## config.mk

```make
export PLATFORM = sky130hd
export DESIGN_NAME = hchar_timing
export DESIGN_NICKNAME = d
export VERILOG_FILES = /design/src/rtl/hchar_pkg.sv /design/src/rtl/hchar_ctr.sv /design/src/rtl/hchar_term_decode.sv /design/src/rtl/hchar_timing.sv
export SDC_FILE = /design/constraint.sdc
export NUM_CORES = 1
export LEC_CHECK = 0
export BUFFER_PORTS_ARGS = -buffer_cell sky130_fd_sc_hd__buf_2
export CAP_MARGIN = 10
export CELL_PAD_IN_SITES_DETAIL_PLACEMENT = 1
export CELL_PAD_IN_SITES_GLOBAL_PLACEMENT = 2
export CORE_MARGIN = 2
export CORE_UTILIZATION = 30
export DETAILED_ROUTE_END_ITERATION = 10
export MAX_ROUTING_LAYER = met4
export PLACE_DENSITY = 0.83
export SYNTH_ARGS = -nofsm -noshare
export SYNTH_HDL_FRONTEND = slang
export SYNTH_SLANG_ARGS = --single-unit
```

## constraint.sdc

```tcl
create_clock -name clk -period 1.8 [get_ports clk]
set_input_delay 0.18 -clock clk [delete_from_list [all_inputs] [get_ports clk]]
set_output_delay 0.18 -clock clk [all_outputs]
set_load 0.05 [all_outputs]
```

## src/rtl/hchar_pkg.sv

```systemverilog
package hchar_pkg;

  // Number of character times in one line, for a counter pair that reloads
  // pre_v, where the subgroup counter has 2**w states and the line ends at
  // (term_g, term_s).
  function automatic int line_length(input int w, input int pre_v,
                                     input int term_g, input int term_s);
    int span;
    span = 1 << w;
    return (span - pre_v) + (term_g - pre_v - 1) * span + (term_s + 1);
  endfunction

  // Column address: the low group bits sit above the subgroup bits.
  function automatic logic [5:0] pack_col(input logic [3:0] grp,
                                          input logic [3:0] sub);
    return {grp[1:0], sub};
  endfunction

endpackage

```

## src/rtl/hchar_ctr.sv

```systemverilog
module hchar_ctr #(
  parameter int W        = 4,
  parameter int LOAD_VAL = 3
) (
  input  logic         clk,
  input  logic         rst,
  input  logic         load,
  input  logic         en,
  output logic [W-1:0] q,
  output logic         carry
);
  localparam logic [W-1:0] LoadV = W'(LOAD_VAL);

  always_ff @(posedge clk) begin
    if (rst || load) q <= LoadV;
    else if (en)     q <= q + 1'b1;
  end

  assign carry = en && (q == {W{1'b1}});
endmodule

```

## src/rtl/hchar_term_decode.sv

```systemverilog
module hchar_term_decode #(
  parameter int W      = 4,
  parameter int TERM_G = 9,
  parameter int TERM_S = 8
) (
  input  logic [W-1:0] grp,
  input  logic [W-1:0] sub,
  output logic         hit
);
  assign hit = (grp == W'(TERM_G)) && (sub == W'(TERM_S));
endmodule

```

## src/rtl/hchar_timing.sv

```systemverilog
module hchar_timing #(
  parameter int W        = 4,
  parameter int PRELOAD  = 3,
  parameter int TERM_G   = 9,
  parameter int TERM_S   = 8
) (
  input  logic       clk,
  input  logic       rst,
  output logic [5:0] col_addr,
  output logic       hdisp,
  output logic       hsync_adv,
  output logic       line_end
);
  localparam int LineLen = hchar_pkg::line_length(W, PRELOAD, TERM_G, TERM_S);

  // Named internal events, visible to the bound checker.
  logic [W-1:0] sub_q;
  logic [W-1:0] grp_q;
  logic         sub_wrap;
  logic         grp_carry;
  logic         term_hit;

  hchar_ctr #(.W(W), .LOAD_VAL(PRELOAD)) u_sub (
    .clk(clk), .rst(rst), .load(term_hit), .en(1'b1),
    .q(sub_q), .carry(sub_wrap)
  );

  hchar_ctr #(.W(W), .LOAD_VAL(PRELOAD)) u_grp (
    .clk(clk), .rst(rst), .load(term_hit), .en(sub_wrap),
    .q(grp_q), .carry(grp_carry)
  );

  hchar_term_decode #(.W(W), .TERM_G(TERM_G), .TERM_S(TERM_S)) u_term (
    .grp(grp_q), .sub(sub_q), .hit(term_hit)
  );

  assign col_addr  = hchar_pkg::pack_col(grp_q[3:0], sub_q[3:0]);
  assign hdisp     = grp_q[2];
  assign hsync_adv = grp_q[3];
  assign line_end  = term_hit;
endmodule

```

# --- Yosys cells after proc, flatten, opt, wreduce, memory -nomap -nowiden ---
# Index checks and enable logic that the tools add are counted.
op_classes:
  add_sub_neg: 2
  eq_ne: 3
  n_reduce_logical: 2
op_table:
  columns: ["operator", "n"]
  rows:
  - ["$eq 4x4->1 const B", 3]
  - ["$add 4x1->4 const B", 2]
  - ["$logic_and 1x1->1", 1]
  - ["$logic_or 1x1->1", 1]
totals:
  inputBits: 2
  elab_cells: 9
  register_bits: 8
  out_inout_bits: 9

# --- Longest topological paths before layout ---
# Gate-level depths: netlist of the first run.
logic_depth:
  ltp_word: 3
  ltp_mapped: 4
  depth_no_buf: 4

# --- Hierarchy ---
# From an unflattened synthesis of the first run, not the netlist that was laid out.
hier_totals:
  hier_cells: 40
  area_unflattened_um2: 417.9
by_module_without_submodules:
  columns: ["mod", "seq_area_each_um2", "cells_per_inst", "n_inst", "area_each_um2"]
  rows:
  - ["hchar_ctr", 80.1, 18, 2, 195.2]
  - ["hchar_term_decode", 0.0, 3, 1, 23.8]
  - ["hchar_timing", 0.0, 1, 1, 3.8]

# --- Least setup slack after synthesis of the first run ---
# Ideal clock, no wire load.
synth_path:
  kind: "register to output"
  startpoint: "register u_sub.q[3]"
  endpoint: "output line_end"
  setup_slack_ps: 103
  arrival_ps: 1517
  path_stages_with_launch: 3
  required_time_ps: 1620
  n_path_buf: 0
  cell_sequence: "dfxtp_1 and4bb_4 and3_1"
synth_between:
  elab_chain_cells: 2
synth_rtl:
  columns: ["item", "line_no", "source"]
  rows:
  - ["from (decl)", "hchar_ctr.sv:9", "output logic [W-1:0] q,"]
  - ["from (signal assigned)", "hchar_ctr.sv:15", "if (rst || load) q <= LoadV;"]
  - ["from (signal assigned)", "hchar_ctr.sv:16", "else if (en) q <= q + 1'b1;"]
  - ["$eq 4x4->1", "hchar_term_decode.sv:10", "assign hit = (grp == W'(TERM_G)) && (sub == W'(TERM_S));"]
  - ["$logic_and 1x1->1", "hchar_term_decode.sv:10", null]
  - ["to (decl)", "hchar_timing.sv:12", "output logic line_end"]
# No other way between the ends.

# --- Final worst setup path of the first run ---
layout_path:
  startpoint: "register u_sub.q[2]"
  endpoint: "output line_end"
# The elaborated chain is that of the path after synthesis.

==> results_dict.tcl, run 1 <==
set metrics [dict create \
    period_share_pct 89.0 \
    wl_per_cell_um 10.6 \
    finalCriticalPeriod_ns 1.60 \
    start_kind "flip-flop" \
    hold_path.class "primary input to flip-flop" \
    grt_max_degree 7 \
    tns_ns 0 \
    crit_type "flip-flop to output port" \
    syn_area_per_cell_um2 10.5 \
    cts_buffers 3 \
    setup_viol 0 \
    pin_count 11 \
    htree_levels 1 \
    total_power_mw 0.451 \
    endpoint_kind "output port" \
    syn_to_final_growth_pct 22.8 \
    ant_nets 0 \
    drc 0 \
    gr-usage-all-layers_pct 11.2 \
    row_count 13 \
    gp_congestion 0.694 \
    synth_cell_types 19 \
    peakVddDrop_v 0.000435 \
    synth_area_leaders "dfxtp_1 40%, ha_1 13%, xor2_1 6.6%" \
    relSlewSlack_pct 83.4 \
    hpwl_um 563 \
    synth_area_um2 400 \
    io_buffers 10 \
    n_fill_cell 152 \
    power_density_nw_per_um2 917 \
    hold_violations 0 \
    routed_wirelength_um 699 \
    grt_pass1_vias 264 \
    cp_max_fo 6 \
    worstSkewPairLatency_ns 0.25 \
    initial_core_util_pct 31.6 \
    status "finished clean" \
    hold_slack_ns 0.177 \
    fin_area_um2 492 \
    rsz0062_at_grt "false" \
    worst_pin_slew_ns 0.250 \
    cts-root-buf "clkbuf_4" \
    die_x_um 40.5 \
    die_area_um2 1640 \
    worst_ep_required_time_ns 1.62 \
    synth_top_cell_by_area "dfxtp_1" \
    synth_nets 44 \
    slew_violations 0 \
    yosysTopAreaCellShare_pct 40.0 \
    vias 311 \
    core-area_um2 1270 \
    first_iter_violations 2 \
    post_cts_buffers 0 \
    die_h_um 40.5 \
    grt_overflow 0 \
    crit_arrival_ns 1.42 \
    grt_antenna_before_repair 0 \
    cts_resized 0 \
    nNetsFinal 59 \
    drv_cap 0 \
    drive_gt1_share_pct 35.3 \
    ys_seq_elements 8 \
    diodes 0 \
    syn_inst 38 \
    clkSinkCount 8 \
    finalClockSkew_ns 0.00372 \
    cts_tree "done" \
    vias_per_cell 4.71 \
    fmax_ghz 0.624 \
    placed_cell_area_um2 469 \
    hold_buffers 0 \
    p_leak_nw 0.229 \
    cts.clk_slew.worst_paths_ns 0.05 \
    yosys_warnings 0 \
    first_pass_iters 2 \
    clockBufferDepth 2 \
    grt_pass1_wl_um 1110 \
    yosysSeqAreaShare_pct 40.0 \
]
==> cell usage after synthesis, drive strengths merged <==
| cell type | n |
|---|---|
| dfxtp | 8 |
| or3 | 1 |
| xor2 | 3 |
| nand2 | 3 |
| nor2 | 3 |
| and3 | 1 |
| nand2b | 1 |
| inv | 3 |
| o211ai | 1 |
| xnor2 | 1 |
| a31o | 1 |
| nand4 | 1 |
| ha | 4 |
| nand3 | 3 |
| and4bb | 1 |
| a21oi | 1 |
| a31oi | 1 |
| o21ai | 1 |
==> area by class of cell <==
cell class / count / area, µm² / share of cell area, %
inverters: 3 / 11.3 / 2.29
multi-input cells: 27 / 229 / 46.6
repair buffers: 10 / 50.0 / 10.2
clock buffers: 3 / 22.5 / 4.58
flip-flops and latches: 8 / 160 / 32.6
well taps: 15 / 18.8 / 3.82
==> per-stage QoR <==
stage | cells | worst slack (ns) | utilization [%]
final | 66 | 0.199 | 38.8
after global routing | 66 | 0.115 | 38.8
after CTS | 66 | 0.184 | 38.8
after detailed placement | 63 | 0.468 | 37.0
after global placement | 63 | 0.456 | 37.0
after floorplan | 38 | 0.103 | -
==> report_power, final <==
part | switching (mW) | total (mW) | internal [mW]
logic | 0.0732 | 0.106 | 0.0328
registers | 0.0193 | 0.211 | 0.191
clock network | 0.0582 | 0.134 | 0.0761
==> cell families (layout without fill, tap and decap cells) <==
group | after synthesis | count (layout) | share of synthesized area [%]
fa+ha+maj | 4 | 4 | 12.5
flops | 8 | 8 | 40.0
xor+xnor | 4 | 4 | 8.75
buf+inv | 3 | 16 | 2.81
compound gates | 5 | 5 | 15.0
simple gates | 14 | 14 | 20.9
==> worst max-delay path, stage by stage, from the launching register on <==
cell	delay, ns
dfxtp_1	0.36
and4bb_4	0.39
and3_1	0.16
buf_2	0.26
==> path summary, 6_finish.rpt <==
path,start,cells after the start,endpoint,slack [ns]
worst max-delay path,u_sub.q[2]$_SDFF_PP0_,3,line_end,0.20
worst min-delay path,rst,3,u_grp.q[0]$_SDFFE_PP1N_,0.18
worst max register to register,u_sub.q[0]$_SDFF_PP1_,4,u_grp.q[3]$_SDFFE_PP0N_,0.48
worst min register to register,u_sub.q[0]$_SDFF_PP1_,1,u_sub.q[0]$_SDFF_PP1_,0.43
==> metal layers <==
layer  up-vias  GRT usage [%]  share of wire, %
met5         -              -                 0
met4         0           7.50               3.1
met3         3           5.00               7.7
met2        10           14.7                43
met1       140           13.5                46
li1        158              -                 -
==> sequential cells by signal (all words and copies together) (netlist names) <==
signal / count
u_sub.q: 4
u_grp.q: 4
==> cell usage in the layout, fill, tap and decap left out, types with 2 or more instances in the layout <==
master / count
buf_2: 10
clkbuf_4: 3
nand3_1: 2
ha_1: 4
inv_1: 3
nand2_1: 3
xor2_1: 3
dfxtp_1: 8
nor2_1: 3
(Power assumes the default switching activity.)
==> run 2: changes to the inputs <==
Settings changed: BUFFER_PORTS_ARGS -buffer_cell sky130_fd_sc_hd__buf_2 to -buffer_cell sky130_fd_sc_hd__buf_4, PLACE_DENSITY 0.83 to default, PLACE_DENSITY_LB_ADDON from default to 0.1.
Clock period 1.8 ns to 2 ns, I/O delays scaled along.
==> run 2 against run 1 <==
Via count is 0.96% lower. Cell area grew 5.1%. Sequential share of layout area fell by 1.6 points. Register-to-register slack improved by 0.18 ns. Routed wire length grew 13%. Utilization up 2.0 points. Worst setup slack better by 0.20 ns. Clock-buffer cell count did not move. Critical path type unchanged. Largest power group unchanged.
==> results_dict.tcl, run 2 (same netlist as run 1, synthesis figures left out) <==
set metrics [dict create \
    slew_violations 0 \
    nNetsFinal 59 \
    ff2ff_setup_slack_ns 0.66 \
    final_common_cell "buf_4" \
    hold_path.class "primary input to flip-flop" \
    die_area_um2 1640 \
    grt_max_degree 7 \
    final_cell_mix "10 x buf_4, 8 x dfxtp_1, 4 x ha_1" \
    fin_area_um2 517 \
    drv_cap 0 \
    post_cts_buffers 0 \
    setup_viol 0 \
    finalClockSkew_ns 0.00221 \
    die_x_um 40.5 \
    cts-root-buf "clkbuf_4" \
    ant_nets 0 \
    crit_type "flip-flop to output port" \
    clockBufferDepth 2 \
    first_pass_iters 2 \
    die_h_um 40.5 \
    ff2ff_path_depth 4 \
    clkSinkCount 8 \
    diodes 0 \
    routed_wirelength_um 789 \
    rsz0062_at_grt "false" \
    cts_tree "done" \
    relSlewSlack_pct 84.2 \
    cts_resized 0 \
    vias_per_cell 4.67 \
    grt_pass1_vias 316 \
    syn_to_final_growth_pct 29.1 \
    gr-usage-all-layers_pct 13.9 \
    crit_arrival_ns 1.40 \
    fmax_ghz 0.626 \
    wl_per_cell_um 12.0 \
    status "finished clean" \
    hold_buffers 0 \
    first_iter_violations 3 \
    power_density_nw_per_um2 809 \
    endpoint_kind "output port" \
    pin_count 11 \
    p_leak_nw 0.236 \
    placed_cell_area_um2 494 \
    peakVddDrop_v 0.000363 \
    grt_pass1_wl_um 1370 \
    hold_slack_ns 0.170 \
    hold_violations 0 \
    cts_buffers 3 \
    period_share_pct 79.8 \
    htree_levels 1 \
    cp_max_fo 6 \
    vias 308 \
    start_kind "flip-flop" \
    drc 0 \
    core-area_um2 1270 \
    initial_core_util_pct 31.6 \
    whs_path_depth 3 \
    io_buffers 10 \
    grt_overflow 0 \
    cts.clk_slew.worst_paths_ns 0.06 \
    worst_pin_slew_ns 0.237 \
    largestRegisters "u_grp.q x4, u_sub.q x4" \
    worstSkewPairLatency_ns 0.25 \
    row_count 13 \
    drive_gt1_share_pct 35.3 \
    tns_ns 0 \
    worst_ep_required_time_ns 1.80 \
    grt_antenna_before_repair 0 \
    finalCriticalPeriod_ns 1.60 \
    gp_congestion 0.597 \
]
run 2: per-stage QoR:
step | total power [mW] | setup slack [ns] | instances | utilization (%)
floorplan | 0.268 | 0.283 | 38 | -
global placement | 0.298 | 0.697 | 63 | 39.0
detailed placement | 0.299 | 0.662 | 63 | 39.0
finish | 0.418 | 0.403 | 66 | 40.7
global route | 0.445 | 0.335 | 66 | 40.7
CTS | 0.427 | 0.381 | 66 | 40.7
run 2: critical path: stages, from the launching register on:
cell	delay [ns]
dfxtp_1	0.37
and4bb_4	0.40
and3_1	0.18
buf_4	0.20
run 2: power by group:
part	switching, mW	internal, mW
Combinational	0.0669	0.0372
Sequential	0.0183	0.172
Clock	0.0549	0.0687
run 2: metal layers:
| layer | up-vias | GRT usage [%] | part of all wire, % |
|---|---|---|---|
| met5 | - | - | 0 |
| met4 | 0 | 10.0 | 0 |
| met3 | 0 | 3.33 | 4.7 |
| met2 | 7 | 19.0 | 47 |
| met1 | 143 | 17.5 | 48 |
| li1 | 158 | - | - |
run 2: cell type report:
cell class | count | area, µm²
fillers | 152 | 752
multi-input cells | 27 | 229
flip-flops and latches | 8 | 160
repair buffers | 10 | 75.1
clock buffers | 3 | 22.5
well taps | 15 | 18.8
inverters | 3 | 11.3
run 2: worst paths after layout:
kind	to	start
hold / removal	u_grp.q[0]$_SDFFE_PP1N_	rst
setup / recovery	line_end	u_sub.q[2]$_SDFF_PP0_
setup reg to reg	u_grp.q[3]$_SDFFE_PP0N_	u_sub.q[0]$_SDFF_PP1_
hold reg to reg	u_sub.q[0]$_SDFF_PP1_	u_sub.q[0]$_SDFF_PP1_
